### src/rtl/hpc_cmd_pkg.sv
package hpc_cmd_pkg;

    localparam logic [2:0] ERR_NONE = 3'b000;
    localparam logic [2:0] ERR_SW   = 3'b001;
    localparam logic [2:0] ERR_CMD  = 3'b010;
    localparam logic [2:0] ERR_SPD  = 3'b100;

    localparam logic [1:0] FLD_KEEP = 2'b00;
    localparam logic [1:0] ST_PWR   = 2'b01;
    localparam logic [1:0] ST_EN    = 2'b10;
    localparam logic [1:0] ST_DIS   = 2'b11;

    localparam logic [7:0] CODE_ALL_PWR = 8'h48;
    localparam logic [7:0] CODE_ALL_EN  = 8'h49;

    typedef struct packed {
        logic       is_slot;
        logic       is_all;
        logic       all_en;
        logic       is_speed;
        logic [3:0] mode;
        logic [2:0] err;
    } dec_t;

endpackage

### src/rtl/hpc_cmd_decode.sv
module hpc_cmd_decode
    import hpc_cmd_pkg::*;
#(
    parameter int NUM_SLOTS = 4
) (
    input  logic [7:0]           code,
    input  logic [7:0]           slot,
    input  logic                 pi2,
    input  logic [NUM_SLOTS-1:0] latch_open,
    output dec_t                 dec
);
    localparam logic [7:0] NS8 = 8'(NUM_SLOTS);

    logic latch_sel;

    always_comb begin
        latch_sel = 1'b0;
        for (int i = 0; i < NUM_SLOTS; i++) begin
            if (slot == 8'(i)) latch_sel = latch_open[i];
        end
    end

    always_comb begin
        dec = '0;
        if (code[7:6] == 2'b00) begin
            if (slot >= NS8) begin
                dec.err = ERR_CMD;
            end else if ((code[1:0] == ST_PWR || code[1:0] == ST_EN) && latch_sel) begin
                dec.err = ERR_SW;
            end else begin
                dec.is_slot = 1'b1;
            end
        end else if (code[7:3] == 5'b01000) begin
            if (code[2:0] <= 3'd4) begin
                dec.is_speed = 1'b1;
                dec.mode     = {1'b0, code[2:0]};
            end else begin
                dec.err = ERR_CMD;
            end
        end else if (code == CODE_ALL_PWR || code == CODE_ALL_EN) begin
            dec.is_all = 1'b1;
            dec.all_en = code[0];
            if (|latch_open) dec.err = ERR_SW;
        end else if (code[7:4] == 4'h5) begin
            if (code[3:0] >= 4'hE) begin
                dec.err = ERR_CMD;
            end else if (!pi2 && code[3:0] > 4'd4) begin
                dec.err = ERR_SPD;
            end else begin
                dec.is_speed = 1'b1;
                dec.mode     = code[3:0];
            end
        end else begin
            dec.err = ERR_CMD;
        end
    end

endmodule

### src/rtl/hpc_slot_update.sv
module hpc_slot_update
    import hpc_cmd_pkg::*;
(
    input  logic [1:0] st_q,
    input  logic [1:0] pw_q,
    input  logic [1:0] at_q,
    input  logic       apply_slot,
    input  logic [1:0] st_f,
    input  logic [1:0] pw_f,
    input  logic [1:0] at_f,
    input  logic       apply_all,
    input  logic       all_en,
    output logic [1:0] st_d,
    output logic [1:0] pw_d,
    output logic [1:0] at_d
);
    always_comb begin
        st_d = st_q;
        pw_d = pw_q;
        at_d = at_q;
        if (apply_all) begin
            st_d = all_en ? ST_EN : ST_PWR;
        end else if (apply_slot) begin
            if (st_f != FLD_KEEP) st_d = st_f;
            if (pw_f != FLD_KEEP) pw_d = pw_f;
            if (at_f != FLD_KEEP) at_d = at_f;
        end
    end
endmodule

### src/rtl/hpc_cmd_exec.sv
module hpc_cmd_exec
    import hpc_cmd_pkg::*;
#(
    parameter int NUM_SLOTS   = 4,
    parameter int BUSY_CYCLES = 8
) (
    input  logic                   clk,
    input  logic                   rst_n,
    input  logic                   cmd_wr,
    input  logic [15:0]            cmd_wdata,
    input  logic                   pi2,
    input  logic [NUM_SLOTS-1:0]   latch_open,
    input  logic                   ctl_wr,
    input  logic [31:0]            ctl_wdata,
    output logic [3:0]             status,
    output logic [31:0]            ctl_rdata,
    output logic                   irq,
    output logic [2*NUM_SLOTS-1:0] slot_state,
    output logic [2*NUM_SLOTS-1:0] pwr_ind,
    output logic [2*NUM_SLOTS-1:0] attn_ind,
    output logic [3:0]             bus_mode
);
    localparam int CNT_W = $clog2(BUSY_CYCLES + 1);
    localparam int VW    = 2 * NUM_SLOTS;
    localparam logic [CNT_W-1:0] CNT_LOAD = CNT_W'(BUSY_CYCLES - 1);

    typedef struct packed {
        logic             busy;
        logic [CNT_W-1:0] cnt;
        logic [15:0]      cmd;
        logic [2:0]       err;
        logic [3:0]       mode;
        logic [VW-1:0]    st;
        logic [VW-1:0]    pw;
        logic [VW-1:0]    at;
        logic             gmask;
        logic             cmask;
        logic             det;
    } regs_t;

    regs_t r_q, r_d;
    dec_t  dec;
    logic  done;
    logic [VW-1:0] st_nx, pw_nx, at_nx;

    assign done = r_q.busy && (r_q.cnt == '0);

    hpc_cmd_decode #(.NUM_SLOTS(NUM_SLOTS)) u_dec (
        .code       (r_q.cmd[7:0]),
        .slot       (r_q.cmd[15:8]),
        .pi2        (pi2),
        .latch_open (latch_open),
        .dec        (dec)
    );

    for (genvar g = 0; g < NUM_SLOTS; g++) begin : g_slot
        hpc_slot_update u_upd (
            .st_q       (r_q.st[2*g +: 2]),
            .pw_q       (r_q.pw[2*g +: 2]),
            .at_q       (r_q.at[2*g +: 2]),
            .apply_slot (done && dec.is_slot && (r_q.cmd[15:8] == 8'(g))),
            .st_f       (r_q.cmd[1:0]),
            .pw_f       (r_q.cmd[3:2]),
            .at_f       (r_q.cmd[5:4]),
            .apply_all  (done && dec.is_all && !latch_open[g]),
            .all_en     (dec.all_en),
            .st_d       (st_nx[2*g +: 2]),
            .pw_d       (pw_nx[2*g +: 2]),
            .at_d       (at_nx[2*g +: 2])
        );
    end

    always_comb begin
        r_d    = r_q;
        r_d.st = st_nx;
        r_d.pw = pw_nx;
        r_d.at = at_nx;
        if (ctl_wr) begin
            r_d.gmask = ctl_wdata[0];
            r_d.cmask = ctl_wdata[2];
            if (ctl_wdata[16]) r_d.det = 1'b0;
        end
        if (!r_q.busy) begin
            if (cmd_wr) begin
                r_d.busy = 1'b1;
                r_d.cnt  = CNT_LOAD;
                r_d.cmd  = cmd_wdata;
            end
        end else if (done) begin
            r_d.busy = 1'b0;
            r_d.err  = dec.err;
            r_d.det  = 1'b1;
            if (dec.is_speed) r_d.mode = dec.mode;
        end else begin
            r_d.cnt = r_q.cnt - 1'b1;
        end
    end

    always_ff @(posedge clk) begin
        if (!rst_n) begin
            r_q       <= '0;
            r_q.st    <= '1;
            r_q.pw    <= '1;
            r_q.at    <= '1;
            r_q.gmask <= 1'b1;
            r_q.cmask <= 1'b1;
        end else begin
            r_q <= r_d;
        end
    end

    assign status     = {r_q.err, r_q.busy};
    assign ctl_rdata  = {15'b0, r_q.det, 13'b0, r_q.cmask, 1'b0, r_q.gmask};
    assign irq        = r_q.det && !r_q.gmask && !r_q.cmask;
    assign slot_state = r_q.st;
    assign pwr_ind    = r_q.pw;
    assign attn_ind   = r_q.at;
    assign bus_mode   = r_q.mode;

endmodule

### config.mk
export PLATFORM = sky130hd
export DESIGN_NAME = hpc_cmd_exec
export DESIGN_NICKNAME = d
export VERILOG_FILES = /design/src/rtl/hpc_cmd_pkg.sv /design/src/rtl/hpc_cmd_decode.sv /design/src/rtl/hpc_slot_update.sv /design/src/rtl/hpc_cmd_exec.sv
export SDC_FILE = /design/constraint.sdc
export NUM_CORES = 1
export LEC_CHECK = 0
export ABC_AREA = 1
export CAP_MARGIN = 25
export CORE_ASPECT_RATIO = 1.4
export CORE_MARGIN = 3
export CORE_UTILIZATION = 38
export CTS_CLUSTER_SIZE = 24
export DETAILED_ROUTE_END_ITERATION = 12
export PLACE_DENSITY = 0.7
export SETUP_SLACK_MARGIN = 0.3
export SLEW_MARGIN = 25
export SYNTH_ARGS = -nofsm -noshare
export SYNTH_HDL_FRONTEND = slang
export SYNTH_SLANG_ARGS = --single-unit
### constraint.sdc
create_clock -name clk -period 2.2 [get_ports clk]
set_clock_uncertainty 0.15 [all_clocks]
set_input_delay 0.22 -clock clk [delete_from_list [all_inputs] [get_ports clk]]
set_output_delay 0.22 -clock clk [all_outputs]
set_load 0.03 [all_outputs]
==> impl_metrics.sql, run 1 <==
INSERT INTO impl_metrics (metric_group, metric, value, unit) VALUES
('worst_hold_path', 'holdCritStartpoint', 'ctl_wdata[2]', ''),
('detailed_routing', 'number_of_vias_in_the_routed_layout', '2618', ''),
('logic_synthesis', 'synth_enable_flop_cells', '0', ''),
('detailed_routing', 'detail_route.drc_violations', '0', ''),
('detailed_routing', 'post_drt_via_cell_ratio', '4.78', ''),
('sta', 'fmaxAchievable', '527', 'MHz'),
('cells_and_area', 'num-fill-cells', '743', ''),
('global_route', 'number_of_antenna_violations_at_the_first_check_in_global_routing', '0', ''),
('logic_synthesis', 'yosysSeqAreaShare', '0.354', ''),
('power', 'irDropWorstVdd', '0.290', 'mV'),
('worst_setup_path', 'worst-setup-path-type', 'reg -> reg', ''),
('floorplanning', 'io-pin-count', '122', ''),
('detailed_routing', 'wl_per_cell', '13.0', 'µm'),
('detailed_routing', 'detail-route-antenna-nets', '0', ''),
('cells_and_area', 'finish.net_count', '508', ''),
('logic_synthesis', 'yosys.cell_types.count', '40', ''),
('worst_setup_path', 'worst-endpoint-required', '2.25', 'ns'),
('sta', 'timing.slew.headroom', '0.623', ''),
('sta', 'finalWorstPathRequiredPeriod', '1.90', 'ns'),
('worst_setup_path', 'endpoint_type_of_the_worst_setup_path', 'flop', ''),
('logic_synthesis', 'ffs_latches_synth', '55', ''),
('global_route', 'first_global_vias', '2551', ''),
('worst_setup_path', 'crit_path_max_incr_delay', '0.39', 'ns'),
('logic_synthesis', 'syn-cell-area', '3110', 'µm²'),
('cells_and_area', 'multi_input_area', '1570', 'µm²'),
('sta', 'slew_violations', '0', ''),
('run_status', 'status', 'completed', ''),
('worst_hold_path', 'whs_endpoint', 'ctl_rdata[2]', ''),
('floorplanning', 'die-width', '82.5', 'µm'),
('floorplanning', 'die_height', '113', 'µm'),
('clocking', 'cts_tree', 'built', ''),
('detailed_routing', 'routed_wirelength', '7140', 'µm'),
('clocking', 'worst_setup_hold_path_clk_slew', '0.10', 'ns'),
('sta', 'worst_pin_slew', '0.565', 'ns'),
('placed_design', 'gp_congestion', '0.911', ''),
('clocking', 'numCtsBuffers', '5', ''),
('placed_design', 'port-buffer-count', '63', ''),
('worst_setup_path', 'worstPathArrival', '1.95', 'ns'),
('clocking', 'clockBufferDepth', '2', ''),
('logic_synthesis', 'syn-instance-count', '399', ''),
('logic_synthesis', 'post-synth-top-count-cell', 'buf_4', ''),
('sta', 'accumulated_negative_setup_slack', '0', 'ns'),
('cells_and_area', 'insertedDiodeCount', '0', ''),
('worst_setup_path', 'timing.reg2reg.setup_slack', '0.30', 'ns'),
('cells_and_area', 'fin_util', '0.494', ''),
('logic_synthesis', 'yosysWarnings', '0', ''),
('clocking', 'htree_num_levels', '2', ''),
('cells_and_area', 'seq_cell_area', '1110', 'µm²'),
('global_route', 'grt_start_max_net_pins', '28', ''),
('global_route', 'grt.overflow.total', '0', ''),
('floorplanning', 'core-area', '7850', 'µm²'),
('global_route', 'first_pass_grt_wire_length', '11500', 'µm'),
('logic_synthesis', 'ys_top_cells_by_count', 'buf_4, dfxtp_1, nand2_1', ''),
('power', 'cellPowerDensity', '569', 'nW/µm²'),
('logic_synthesis', 'synthesis.area_per_instance', '7.80', 'µm²'),
('cells_and_area', 'final_layout_size_suffix_gt1_frac', '0.210', ''),
('job', 'timing.max_cap.violations', '0', ''),
('sta', 'finalHoldViolCount', '0', ''),
('sta', 'rsz0062_at_grt', 'true', ''),
('placed_design', 'total_cell_area_at_the_placement_stage', '3520', 'µm²'),
('worst_hold_path', 'hold_path_depth', '3', ''),
('worst_setup_path', 'slowest_stage', 'dfxtp_1', ''),
('floorplanning', 'initial_utilization', '0.397', ''),
('detailed_routing', 'first_pass_iters', '4', ''),
('logic_synthesis', 'synth_top_cell_area_share', '0.354', ''),
('worst_setup_path', 'r2r-start', 'r_q[45]', ''),
('cells_and_area', 'fin_area', '3870', 'µm²'),
('worst_setup_path', 'critPathLaunchType', 'flop', ''),
('worst_setup_path', 'critPathMaxFanout', '6', ''),
('logic_synthesis', 'synth_top_cells_by_area', 'dfxtp_1, buf_4, nand2_1', ''),
('cells_and_area', 'flow.area_growth_from_synthesis', '24.5', '%');
## cell families (layout without fill, tap and decap cells)
logic type,after synthesis,count (layout),share of synthesized area
xor gates and xnor gates,1,1,0.00282
and+or+nand+nor,139,139,0.232
other,1,29,0.00121
buffers and inverters,117,138,0.219
DFF,55,55,0.354
adders and majority gates,4,4,0.0161
AOI/OAI and AO/OA,82,82,0.176
## layout by cell type (no fill, tap or decap), types with 17 or more instances in the layout
cell,count
a21oi_1,26
o21ai_0,17
nor2_1,19
buf_4,21
nand3_1,24
conb_1,29
inv_1,34
clkdlybuf4s50_1,62
nand2_1,47
dfxtp_1,48
## through the flow
stage / total power [mW] / hold slack (ns) / instances
3_3_place_gp: 1.52 / 0.296 / 526
3_5_place_dp: 1.54 / 0.307 / 526
4_1_cts: 2.15 / 0.318 / 538
5_1_grt: 2.31 / 0.343 / 548
2_1_floorplan: 1.45 / 0.192 / 427
6_report: 2.20 / 0.320 / 548
## registers in the layout (all words and copies together), names as in the netlist
signal and count:
r_q 20, attn_ind 8, pwr_ind 8, slot_state 8, bus_mode 4, status 4, ctl_rdata 3
## final cells by class
type / instances / area share
well taps: 100 / 0.0323
clock buffers: 5 / 0.0178
multi-input cells: 255 / 0.404
repair buffers: 84 / 0.203
inverters: 46 / 0.0475
flip-flops and latches: 55 / 0.288
clock inverters: 3 / 0.00711
## worst max-delay path by stage
stage	start	cells after the start	slack (ns)	endpoint
after CTS	r_q[50]	10	0.30	slot_state[5]
after detailed placement	r_q[35]	10	0.21	slot_state[5]
final	r_q[45]	11	0.30	slot_state[5]
after global routing	r_q[45]	12	0.17	slot_state[1]
after global placement	r_q[35]	10	0.27	slot_state[5]
after floorplan	r_q[50]	9	0.33	slot_state[3]
## metal layers
| metal | vias up | track usage | wire [µm] |
|---|---|---|---|
| met2 | 88 | 0.273 | 3810 |
| li1 | 1333 | - | - |
| met4 | 0 | 0.0687 | 201 |
| met3 | 17 | 0.0247 | 409 |
| met5 | - | 0 | 0 |
| met1 | 1180 | 0.178 | 2720 |
## worst max-delay path: cells and delay by family, from the launching register on
family                 cells  cell delay (ns)
AND/OR/NAND/NOR            9             0.87
flip-flops                 1             0.39
AO/OA/AOI/OAI              1             0.28
buffers and inverters      1             0.08
## report_power, final
part | total [mW] | switching (mW) | internal [mW] | leakage [nW]
registers | 1.08 | 0.0427 | 1.04 | 0.453
logic | 0.528 | 0.339 | 0.189 | 1.19
clock network | 0.594 | 0.359 | 0.235 | 0.0463
## repair_timing
action | 4_1_cts | 5_1_grt
endpoints found under the setup margin | 26 | 32
hold buffers | 0 | 0
pin swaps | 7 | 17
resized for setup | 12 | 32
buffers inserted | 4 | 10
No activity file was read; power rests on OpenSTA's default activity.
==> run 2: changes to the inputs <==
--- a/config.mk
+++ b/config.mk
@@ -13,5 +13,5 @@
 export CTS_CLUSTER_SIZE = 24
 export DETAILED_ROUTE_END_ITERATION = 12
-export PLACE_DENSITY = 0.7
+export PLACE_DENSITY = 0.8
 export SETUP_SLACK_MARGIN = 0.3
 export SLEW_MARGIN = 25
==> constraint.sdc (replaced) <==
create_clock -name clk -period 2.4 [get_ports clk]
set_clock_uncertainty 0.15 [all_clocks]
set_input_delay 0.36 -clock clk [delete_from_list [all_inputs] [get_ports clk]]
set_output_delay 0.36 -clock clk [all_outputs]
set_load 0.03 [all_outputs]
==> run 2 against run 1 <==
Total power shrank 13%; sequential share of layout area up 1.2 points; register-to-register slack better by 0.11 ns; fmax fell by 4.7%; sequential cell count stayed put; wire length fell by 5.0%; critical path type unchanged; critical endpoint is now slot_state[1]; largest power group unchanged.
==> impl_metrics.sql, run 2 (same netlist as run 1, synthesis figures left out) <==
INSERT INTO impl_metrics (metric_group, metric, value, unit) VALUES
('clocking', 'insertion_delay', '0.31', 'ns'),
('sta', 'slew_violations', '0', ''),
('power', 'power.sequential.fraction', '0.513', ''),
('cells_and_area', 'layout_common_cells', 'clkdlybuf4s50_1, dfxtp_1, nand2_1, inv_1, conb_1', ''),
('cells_and_area', 'final-instance-count-excl-fill', '539', ''),
('global_route', 'number_of_antenna_violations_at_the_first_check_in_global_routing', '0', ''),
('sta', 'finalHoldViolCount', '0', ''),
('global_route', 'grt_start_max_net_pins', '28', ''),
('sta', 'fmaxAchievable', '502', 'MHz'),
('detailed_routing', 'post_drt_via_cell_ratio', '4.80', ''),
('clocking', 'htree_num_levels', '2', ''),
('global_route', 'first_pass_grt_wire_length', '11100', 'µm'),
('floorplanning', 'design.die.area', '9330', 'µm²'),
('sta', 'post-route-period-util', '0.830', ''),
('run_status', 'status', 'completed', ''),
('cells_and_area', 'insertedDiodeCount', '0', ''),
('clocking', 'worst_setup_hold_path_clk_slew', '0.10', 'ns'),
('placed_design', 'place.detailed.hpwl', '5320', 'µm'),
('floorplanning', 'die-width', '82.5', 'µm'),
('placed_design', 'dpl_worst_slack', '0.334', 'ns'),
('worst_setup_path', 'timing.reg2reg.setup_slack', '0.41', 'ns'),
('floorplanning', 'num_rows', '38', ''),
('sta', 'accumulated_negative_setup_slack', '0', 'ns'),
('job', 'timing.max_cap.violations', '0', ''),
('clocking', 'clock_sinks', '55', ''),
('cells_and_area', 'final_layout_size_suffix_gt1_frac', '0.144', ''),
('power', 'net-switching-power', '0.621', 'mW'),
('clocking', 'postCtsHoldBufs', '0', ''),
('worst_setup_path', 'worstPathArrival', '2.10', 'ns'),
('cells_and_area', 'seq_cell_area', '1100', 'µm²'),
('detailed_routing', 'first_pass_iters', '4', ''),
('clocking', 'cts_tree', 'built', ''),
('detailed_routing', 'detail_route.drc_violations', '0', ''),
('cells_and_area', 'finish.net_count', '499', ''),
('worst_setup_path', 'critPathMaxFanout', '7', ''),
('placed_design', 'total_cell_area_at_the_placement_stage', '3510', 'µm²'),
('power', 'cellPowerDensity', '520', 'nW/µm²'),
('cells_and_area', 'fin_area', '3680', 'µm²'),
('placed_design', 'port-buffer-count', '63', ''),
('clocking', 'cts-root-buf', 'clkbuf_8', ''),
('worst_hold_path', 'worstHoldPathType', 'reg -> reg', ''),
('sta', 'rsz0062_at_grt', 'true', ''),
('sta', 'worst_pin_slew', '0.528', 'ns'),
('detailed_routing', 'routed_wirelength', '6780', 'µm'),
('cells_and_area', 'largest_register_ff_count', '20', ''),
('power', 'power.leakage', '1.65', 'nW'),
('cells_and_area', 'top_reg_by_flops', 'r_q', ''),
('power', 'power.switching_fraction', '0.324', ''),
('sta', 'timing.slew.headroom', '0.646', ''),
('floorplanning', 'initial_utilization', '0.397', ''),
('worst_setup_path', 'endpoint_type_of_the_worst_setup_path', 'flop', ''),
('worst_setup_path', 'worst-endpoint-required', '2.51', 'ns'),
('power', 'power_frac_comb', '0.224', ''),
('detailed_routing', 'detail-route-antenna-nets', '0', ''),
('placed_design', 'placedCellCount', '525', ''),
('floorplanning', 'core-area', '7850', 'µm²'),
('global_route', 'global_route.usage.total', '0.150', ''),
('detailed_routing', 'wl_per_cell', '12.6', 'µm'),
('placed_design', 'gp_congestion', '0.865', ''),
('power', 'irDropWorstVdd', '0.249', 'mV'),
('sta', 'finalWorstPathRequiredPeriod', '1.99', 'ns'),
('cells_and_area', 'flow.area_growth_from_synthesis', '18.3', '%'),
('sta', 'worst_slack', '0.408', 'ns'),
('global_route', 'grt.overflow.total', '0', ''),
('cells_and_area', 'num-fill-cells', '782', ''),
('clocking', 'numCtsBuffers', '5', ''),
('sta', 'setup_viol', '0', ''),
('detailed_routing', 'number_of_vias_in_the_routed_layout', '2586', ''),
('worst_setup_path', 'worst-setup-path-type', 'reg -> reg', ''),
('cells_and_area', 'layout_commonest_cell', 'clkdlybuf4s50_1', ''),
('floorplanning', 'die_height', '113', 'µm'),
('global_route', 'first_global_vias', '2513', ''),
('power', 'power_report.internal_total', '1.29', 'mW'),
('worst_setup_path', 'critPathLaunchType', 'flop', ''),
('power', 'clock_power_share', '0.263', ''),
('detailed_routing', 'drt-initial-drc-count', '145', ''),
('floorplanning', 'io-pin-count', '122', ''),
('clocking', 'clockBufferDepth', '2', ''),
('cells_and_area', 'multi_input_area', '1470', 'µm²');
-- run 2: cell count changes in the layout (fill, tap and decap cells not counted), sizes merged --
cell          before  now
buf               21   12
clkinv             4    3
clkinvlp           1    2
dlygate4sd2        1    0
dlymetal6s2s       0    1
-- run 2: final timing paths --
check | start | depth (start not counted) | endpoint
worst min register to register | bus_mode[3] | 2 | bus_mode[3]
worst max-delay path | r_q[35] | 10 | slot_state[1]
worst min-delay path | bus_mode[3] | 2 | bus_mode[3]
worst max register to register | r_q[35] | 10 | slot_state[1]
-- run 2: area by class of cell --
| class | count | share of cell area |
|---|---|---|
| Multi-Input combinational cell | 255 | 0.399 |
| Sequential cell | 55 | 0.299 |
| Timing Repair Buffer | 75 | 0.196 |
| Inverter | 46 | 0.0476 |
| Tap cell | 100 | 0.0340 |
| Clock buffer | 5 | 0.0187 |
| Clock inverter | 3 | 0.00544 |
-- run 2: timing repair --
action | 4_1_cts | 5_1_grt
buffers inserted | 0 | 6
setup endpoints to repair | 0 | 19
resized for setup | 0 | 11
-- run 2: stage by stage --
step / power [mW] / hold WS [ns] / util
3_5_place_dp: 1.41 / 0.290 / 0.448
4_1_cts: 1.91 / 0.315 / 0.459
6_report: 1.92 / 0.318 / 0.469
3_3_place_gp: 1.39 / 0.289 / 0.448
2_1_floorplan: 1.33 / 0.275 / -
5_1_grt: 2.02 / 0.333 / 0.469
-- run 2: power groups by stage --
stage | clock network (mW) | registers, mW | logic, mW
floorplan | 0 | 0.995 | 0.332
global placement | 0 | 1.00 | 0.394
detailed placement | 0 | 1.00 | 0.404
CTS | 0.521 | 0.981 | 0.405
global route | 0.552 | 0.989 | 0.474
finish | 0.504 | 0.983 | 0.429
-- run 2: routing by layer --
layer / share of wire / track usage / vias to the layer above
li1: - / - / 1309
met1: 0.40 / 0.176 / 1187
met2: 0.52 / 0.264 / 72
met3: 0.048 / 0.0239 / 18
met4: 0.032 / 0.0599 / 0
met5: 0 / 0 / -
-- run 2: critical path: stages, from the launching register on --
cell      delay (ns)
dfxtp_1         0.36
inv_2           0.14
ha_1            0.27
nor2_1          0.10
nor4_4          0.32
nand3b_1        0.23
nand2_1         0.11
inv_1           0.04
nand4_1         0.08
nand3_1         0.09
nand2_1         0.05
